==> src/rtl/gpio_mux_pkg.sv <==
package gpio_mux_pkg;
  typedef enum logic [1:0] {
    ADDR_SEL  = 2'd0,
    ADDR_DIR  = 2'd1,
    ADDR_DATA = 2'd2,
    ADDR_NONE = 2'd3
  } gpioAddr_t;

  typedef struct packed {
    logic      wrSel;
    logic      wrDir;
    logic      wrData;
    gpioAddr_t rdSel;
  } gpioStrobe_t;
endpackage

==> src/rtl/gpio_mux_ctrl.sv <==
module gpio_mux_ctrl
  import gpio_mux_pkg::*;
(
  input  logic        clk,
  input  logic        rstN,
  input  logic        busWrEn,
  input  logic [1:0]  busAddr,
  output gpioStrobe_t strobe
);
  gpioAddr_t addrDec;

  always_comb begin
    addrDec       = gpioAddr_t'(busAddr);
    strobe.rdSel  = addrDec;
    strobe.wrSel  = busWrEn && (addrDec == ADDR_SEL);
    strobe.wrDir  = busWrEn && (addrDec == ADDR_DIR);
    strobe.wrData = busWrEn && (addrDec == ADDR_DATA);
  end

  // at most one register strobed per cycle, none without write enable
  assert_one_strobe_R9: assert property (@(posedge clk) disable iff (!rstN)
    $onehot0({strobe.wrSel, strobe.wrDir, strobe.wrData}));
  assert_no_strobe_idle_R9: assert property (@(posedge clk) disable iff (!rstN)
    !busWrEn |-> !(strobe.wrSel || strobe.wrDir || strobe.wrData));
endmodule

==> src/rtl/gpio_mux_datapath.sv <==
module gpio_mux_datapath
  import gpio_mux_pkg::*;
#(
  parameter int PIN_COUNT = 16
) (
  input  logic                 clk,
  input  logic                 rstN,
  input  gpioStrobe_t          strobe,
  input  logic [PIN_COUNT-1:0] wrData,
  output logic [PIN_COUNT-1:0] rdData,
  input  logic [PIN_COUNT-1:0] padIn,
  output logic [PIN_COUNT-1:0] padOut,
  output logic [PIN_COUNT-1:0] padOe,
  input  logic [PIN_COUNT-1:0] perOut,
  input  logic [PIN_COUNT-1:0] perOe,
  output logic [PIN_COUNT-1:0] perIn
);
  localparam int SYNC_STAGES = 2;

  logic [PIN_COUNT-1:0] altSel;
  logic [PIN_COUNT-1:0] dirReg;
  logic [PIN_COUNT-1:0] outReg;
  logic [PIN_COUNT-1:0] syncStage [SYNC_STAGES];

  always_ff @(posedge clk or negedge rstN) begin
    if (!rstN) begin
      altSel <= '0;
      dirReg <= '0;
      outReg <= '0;
    end else begin
      if (strobe.wrSel)  altSel <= wrData;
      if (strobe.wrDir)  dirReg <= wrData;
      if (strobe.wrData) outReg <= (outReg & ~dirReg) | (wrData & dirReg);
    end
  end

  always_ff @(posedge clk or negedge rstN) begin
    if (!rstN) begin
      for (int s = 0; s < SYNC_STAGES; s++) syncStage[s] <= '0;
    end else begin
      syncStage[0] <= padIn;
      for (int s = 1; s < SYNC_STAGES; s++) syncStage[s] <= syncStage[s-1];
    end
  end

  for (genvar p = 0; p < PIN_COUNT; p++) begin : gPin
    always_comb begin
      padOut[p] = altSel[p] ? perOut[p] : outReg[p];
      padOe[p]  = altSel[p] ? perOe[p]  : dirReg[p];
      perIn[p]  = altSel[p] & padIn[p];
    end
  end

  always_comb begin
    unique case (strobe.rdSel)
      ADDR_SEL:  rdData = altSel;
      ADDR_DIR:  rdData = dirReg;
      ADDR_DATA: rdData = syncStage[SYNC_STAGES-1];
      default:   rdData = '0;
    endcase
  end

  logic [1:0] cyclesUp;
  always_ff @(posedge clk or negedge rstN) begin
    if (!rstN) cyclesUp <= '0;
    else if (cyclesUp != 2'd3) cyclesUp <= cyclesUp + 2'd1;
  end

  // a data write leaves the stored bits of input pads untouched
  assert_input_bits_kept_R3: assert property (@(posedge clk) disable iff (!rstN)
    strobe.wrData |=> ((outReg & ~dirReg) == ($past(outReg) & ~$past(dirReg))));
  // synchronized level lags the pad by exactly two edges
  assert_sync_latency_R7: assert property (@(posedge clk) disable iff (!rstN)
    (cyclesUp >= 2'd2) |-> (syncStage[SYNC_STAGES-1] == $past(padIn, 2)));
  // no strobe, no register change
  assert_regs_hold_R9: assert property (@(posedge clk) disable iff (!rstN)
    !(strobe.wrSel || strobe.wrDir || strobe.wrData)
      |=> ($stable(altSel) && $stable(dirReg) && $stable(outReg)));
  // one edge after reset release the port still owns no pad driver
  assert_reset_quiet_R1: assert property (@(posedge clk) disable iff (!rstN)
    (cyclesUp == 2'd0) |-> (altSel == '0 && dirReg == '0));
endmodule

==> src/rtl/gpio_mux_port.sv <==
module gpio_mux_port
  import gpio_mux_pkg::*;
#(
  parameter int PIN_COUNT = 16
) (
  input  logic                 clk,
  input  logic                 rstN,
  input  logic                 busWrEn,
  input  logic [1:0]           busAddr,
  input  logic [PIN_COUNT-1:0] busWrData,
  output logic [PIN_COUNT-1:0] busRdData,
  input  logic [PIN_COUNT-1:0] padIn,
  output logic [PIN_COUNT-1:0] padOut,
  output logic [PIN_COUNT-1:0] padOe,
  input  logic [PIN_COUNT-1:0] perOut,
  input  logic [PIN_COUNT-1:0] perOe,
  output logic [PIN_COUNT-1:0] perIn
);
  gpioStrobe_t strobe;

  gpio_mux_ctrl u_ctrl (
    .clk     (clk),
    .rstN    (rstN),
    .busWrEn (busWrEn),
    .busAddr (busAddr),
    .strobe  (strobe)
  );

  gpio_mux_datapath #(.PIN_COUNT(PIN_COUNT)) u_dp (
    .clk    (clk),
    .rstN   (rstN),
    .strobe (strobe),
    .wrData (busWrData),
    .rdData (busRdData),
    .padIn  (padIn),
    .padOut (padOut),
    .padOe  (padOe),
    .perOut (perOut),
    .perOe  (perOe),
    .perIn  (perIn)
  );
endmodule

==> config.mk <==
export PLATFORM = sky130hd
export DESIGN_NAME = gpio_mux_port
export DESIGN_NICKNAME = d
export VERILOG_FILES = /design/src/rtl/gpio_mux_pkg.sv /design/src/rtl/gpio_mux_ctrl.sv /design/src/rtl/gpio_mux_datapath.sv /design/src/rtl/gpio_mux_port.sv
export SDC_FILE = /design/constraint.sdc
export NUM_CORES = 1
export LEC_CHECK = 0
export BUFFER_PORTS_ARGS = -buffer_cell sky130_fd_sc_hd__buf_2
export CORE_UTILIZATION = 46
export CTS_BUF_LIST = sky130_fd_sc_hd__clkbuf_4
export DETAILED_ROUTE_END_ITERATION = 12
export GPL_TIMING_DRIVEN = 0
export PLACE_DENSITY_LB_ADDON = 0.15
export SLEW_MARGIN = 5
export SYNTH_ARGS = -nofsm -noshare
export SYNTH_HDL_FRONTEND = slang
export SYNTH_SLANG_ARGS = --single-unit
==> constraint.sdc <==
create_clock -name clk -period 0.9 [get_ports clk]
set_input_delay 0.045 -clock clk [delete_from_list [all_inputs] [get_ports clk]]
set_output_delay 0.045 -clock clk [all_outputs]
set_load 0.05 [all_outputs]
Word-level counts from Yosys, hierarchy flattened:

Index checks and enable logic that the tools add are counted.

* multipliers: 0
* order comparisons: 0
* reduce and logical (&&, ||, !) cells: 4
* bitwise logic cells: 20
* muxes and demuxes: 33
* add/subtract/negate cells: 0
* div/mod/pow operators: 0
* shifts and indexed selects: 0
* equality and inequality tests: 2

Operator list (number)
* $pmux 16 s3: 1
* $and 16x16->16: 2
* $mux 1: 32
* $and 1x1->1: 16
* $not 16->16: 1
* $or 16x16->16: 1
* $logic_and 1x1->1: 3
* $eq 2x1->1 const B: 1
* $eq 2x2->1 const B: 1
* $logic_not 2->1: 1

* logic and storage cells: 64
* flip-flop bits (word level): 80
* latch bits: 0
* memories kept: 0
* bits in read-only memories: 0
* input bits: 69
* output and inout port bits: 64
* memory bits (writable): 0

Logic depth before layout (Yosys ltp):

* word-level depth: 3
* gate-level depth with buffers: 5
* depth with buffers taken out: 2

By module:

Synthesis repeated with hierarchy kept, for this count alone.

* cell total of the unflattened synthesis: 242
* area, all modules: 3742.3 um^2

By module, submodules not included
* gpio_mux_datapath: sequential area each 2001.9 um^2, area each 3697.3 um^2, times used 1, cells an instance 237
* gpio_mux_ctrl: sequential area each 0.0 um^2, area each 45.0 um^2, times used 1, cells an instance 5

Worst setup path after synthesis:

Ideal clock, no wire load.

* kind: input-to-output
* start point: input busAddr[0]
* end point: output busRdData[10]
* arrival time: 1.449 ns
* path slack: -0.594 ns
* path buffers: 3
* cell stages on the path: 5
* required time: 0.855 ns
* cells stage by stage: buf_4 buf_4 buf_4 mux2i_1 o2bb2ai_1

* word-level cells in the longest chain between the ends: 2
* elaborated cells on any way between the ends: 4
* those cells by class: eq/ne: 2; mux: 1; reduce/logical: 1

RTL lines
* start: declaration: RTL line gpio_mux_port.sv:9 `input logic [1:0] busAddr,`
* $eq 2x2->1, or another cell as far along: RTL line gpio_mux_datapath.sv:55 `unique case (strobe.rdSel)`
* $pmux 16 s3 *: RTL line gpio_mux_datapath.sv:55
* end: declaration: RTL line gpio_mux_port.sv:11 `output logic [PIN_COUNT-1:0] busRdData,`

Mark *: on every way between the ends. The rest lies on a longest branch, timed or not.

Worst setup path in the final report:

* start point: register u_dp.altSel[13]
* end point: output padOut[13]

* word-level cells in the longest chain between the ends: 1

RTL lines
* start: declaration: RTL line gpio_mux_datapath.sv:20 `logic [PIN_COUNT-1:0] altSel;`
* start signal: assignment: RTL line gpio_mux_datapath.sv:31 `if (strobe.wrSel) altSel <= wrData;`
* $mux 1: RTL line gpio_mux_datapath.sv:48 `padOut[p] = altSel[p] ? perOut[p] : outReg[p];`
* end: declaration: RTL line gpio_mux_port.sv:13 `output logic [PIN_COUNT-1:0] padOut,`

Every way passes these cells.

==> summary.md <==
| Metric | Value |
|---|---|
| Routed wire length per instance | `19.4 um` |
| Synth area leaders | `dfrtp_1 (56%), mux2_2 (25%), mux2i_1 (4.5%)` |
| Clock slew at reported path FFs | `0.13 ns` |
| Syn_area_per_cell | `14.8 um^2` |
| Synthesized area | `3580 um^2` |
| Setup Crit Path Kind | `flop to primary output` |
| CP required | `0.85 ns` |
| Vias post-DR | `2830` |
| Slew HR | `0.650` |
| Clock Latency Late Sink | `0.42 ns` |
| Post-route ant nets | `0` |
| Pwr Density | `2260 nW/um^2` |
| Ys Warns | `0` |
| RSZ-0062 raised after global routing | `true` |
| Synth cell count leaders | `dfrtp_1 (80), mux2_2 (80)` |
| Most used DFF post-synth | `dfrtp_1` |
| Post-DP HPWL | `5830 um` |
| H-tree depth | `3` |
| Setup Skew | `0.00838 ns` |
| Gr ovfl total | `0` |
| Top cell type's share of synthesized area | `0.560` |
| Reg area | `2040 um^2` |
| Crit-path cells | `mux2_4 -> buf_6` |
| Yosys top cell by area | `dfrtp_1` |
| Fin nets | `497` |
| CP endpoint kind | `primary output` |
| GRT Overall Usage | `0.263` |
| Port Buffers | `129` |
| First-pass GRT wire length | `16400 um` |
| FMAX | `692 MHz` |
| Initial antenna violation count | `0` |
| Filler instances | `355` |
| CP Data Arrival Time | `1.40 ns` |
| Final hold vios | `0` |
| Final Wtd Congestion | `0.738` |
| Final WL | `10300 um` |
| FFs w/ async S/R, synth | `1.00` |
| Number of setup violations in the final report | `90` |
| Synth Instances | `241` |
| DR vias/cell | `5.32` |
| Hold_sp | `busAddr[1]` |
| Lkg Pwr | `2.84 nW` |
| Final min period | `1.44 ns` |
| # IOs | `133` |
| TritonRoute pass-1 iters | `4` |
| TritonCTS clock tree | `done` |
| CTS max path bufs | `2` |
| Fin crit share | `1.61` |
| Layout area overhead | `75.2%` |
| CP startpoint | `u_dp.altSel[13]` |
| Status | `complete, but fails checks` |
| Pins Over Slew Limit | `0` |
| Syn Nets | `310` |
| Unique masters post-synth | `14` |
| Setup ws final | `-0.545 ns` |
| Die width | `90.2 um` |
| Row Count | `31` |
| TritonCTS buffer count | `9` |
| Worst hold path type | `input pin to flop` |
| Slowest cell delay on critical path | `0.49 ns` |
| Least-Margin Pin Slew | `0.525 ns` |
| FF+latch count, synth | `80` |
| Maximum VDD drop | `1.52 mV` |
| Setup TNS | `-32.94 ns` |
| Core Area | `7370 um^2` |
| Worst path slowest cell | `dfrtp_2` |
| Share of layout cells above drive strength 1 | `0.762` |
| Root Buffer | `clkbuf_4` |
| Die area | `8130 um^2` |
| Ant. Diodes | `0` |
| Die Span Y | `90.2 um` |
| Violated checks | `setup timing` |
| Starting density of the core | `0.485` |
| Crit path max fanout | `5` |
| Post-place setup slack | `-0.492 ns` |
| Multi-input combinational cell area | `2220 um^2` |
| Maxcap violations | `0` |
| CTS sink cnt | `80` |
| DRC Markers | `0` |
| Worst r2r src | `u_dp.dirReg[10]` |
| EDFF count, synth | `0` |
| Largest net degree at the start of global routing | `42` |
| Critical path launch point type | `flop` |
| Vias in the first global route | `3109` |
| DR iter-0 viols | `72` |
| Register area share after synthesis | `0.560` |
worst max-delay path, delay by kind of cell, from the launching register on:
| family | cells | cell delay [ns] |
|---|---|---|
| buffers and inverters | 1 | 0.16 |
| multiplexers | 1 | 0.33 |
| flip-flops | 1 | 0.49 |
power breakdown:
| part | switching [mW] | total [mW] | leakage [nW] | internal [mW] |
|---|---|---|---|---|
| logic | 3.25 | 6.44 | 1.83 | 3.19 |
| clock network | 1.24 | 2.70 | 0.101 | 1.46 |
| registers | 0.774 | 5.01 | 0.914 | 4.24 |
logic make-up (layout without fill, tap and decap cells):
| logic type | count (synthesis) | in the layout | synth area share |
|---|---|---|---|
| buffers and inverters | 14 | 206 | 0.0248 |
| AND/OR/NAND/NOR | 35 | 35 | 0.0797 |
| flip-flops | 80 | 80 | 0.560 |
| multiplexers | 96 | 96 | 0.297 |
| AO/OA/AOI/OAI | 16 | 16 | 0.0392 |
timing repair:
action,4_1_cts,5_1_grt
setup endpoints to repair,89,89
hold buffers,33,0
pin swaps,8,1
hold endpoints to repair,109,0
resized for setup,213,54
setup buffers,11,4
cloned,0,0
layout make-up:
type | count | share of cell area
clock buffers | 10 | 0.0120
clock inverters | 6 | 0.0186
well taps | 99 | 0.0198
plain buffers | 14 | 0.0214
flip-flops and latches | 80 | 0.325
repair buffers | 176 | 0.249
multi-input cells | 147 | 0.354
final timing paths:
check | slack [ns] | to | depth (start not counted)
worst max-delay path | -0.54 | padOut[13] | 2
max in group asynchronous | 0.17 | u_dp.altSel[10] | 3
worst min register to register | 0.36 | u_dp.syncStage[7] | 0
worst min-delay path | 0.03 | flop | 3
worst max register to register | -0.21 | flop | 3
min in group asynchronous | 0.11 | async pin | 2
placed cells by master, fill, tap and decap left out, drive strengths merged:
cell type / count
buf: 155
mux2: 80
dfrtp: 80
dlygate4sd3: 33
o2bb2ai: 16
nand4b: 16
and2: 16
mux2i: 16
clkbuf: 12
bufinv: 3
clkinv: 2
nor2b: 1
nand3b: 1
nor3b: 1
inv: 1
layer usage:
metal / vias up / part of all wire / track usage
met5: - / 0 / 0
met4: 0 / 0.015 / 0.0712
met3: 15 / 0.044 / 0.0685
met2: 98 / 0.55 / 0.459
met1: 1448 / 0.39 / 0.322
li1: 1269 / - / -
through the flow:
stage                      util  hold WS (ns)  total power, mW  instance area, um^2  std cells
after CTS                 0.819        0.0154             13.7                 6040        530
after detailed placement  0.646        0.0531             9.33                 4760        470
final                     0.850        0.0309             14.1                 6270        532
after floorplan               -        -0.251             8.35                 3970        241
after global placement    0.643         0.162             9.24                 4740        469
after global routing      0.850       0.00592             14.7                 6270        532
Note: power is estimated with default switching activity, not from simulation.
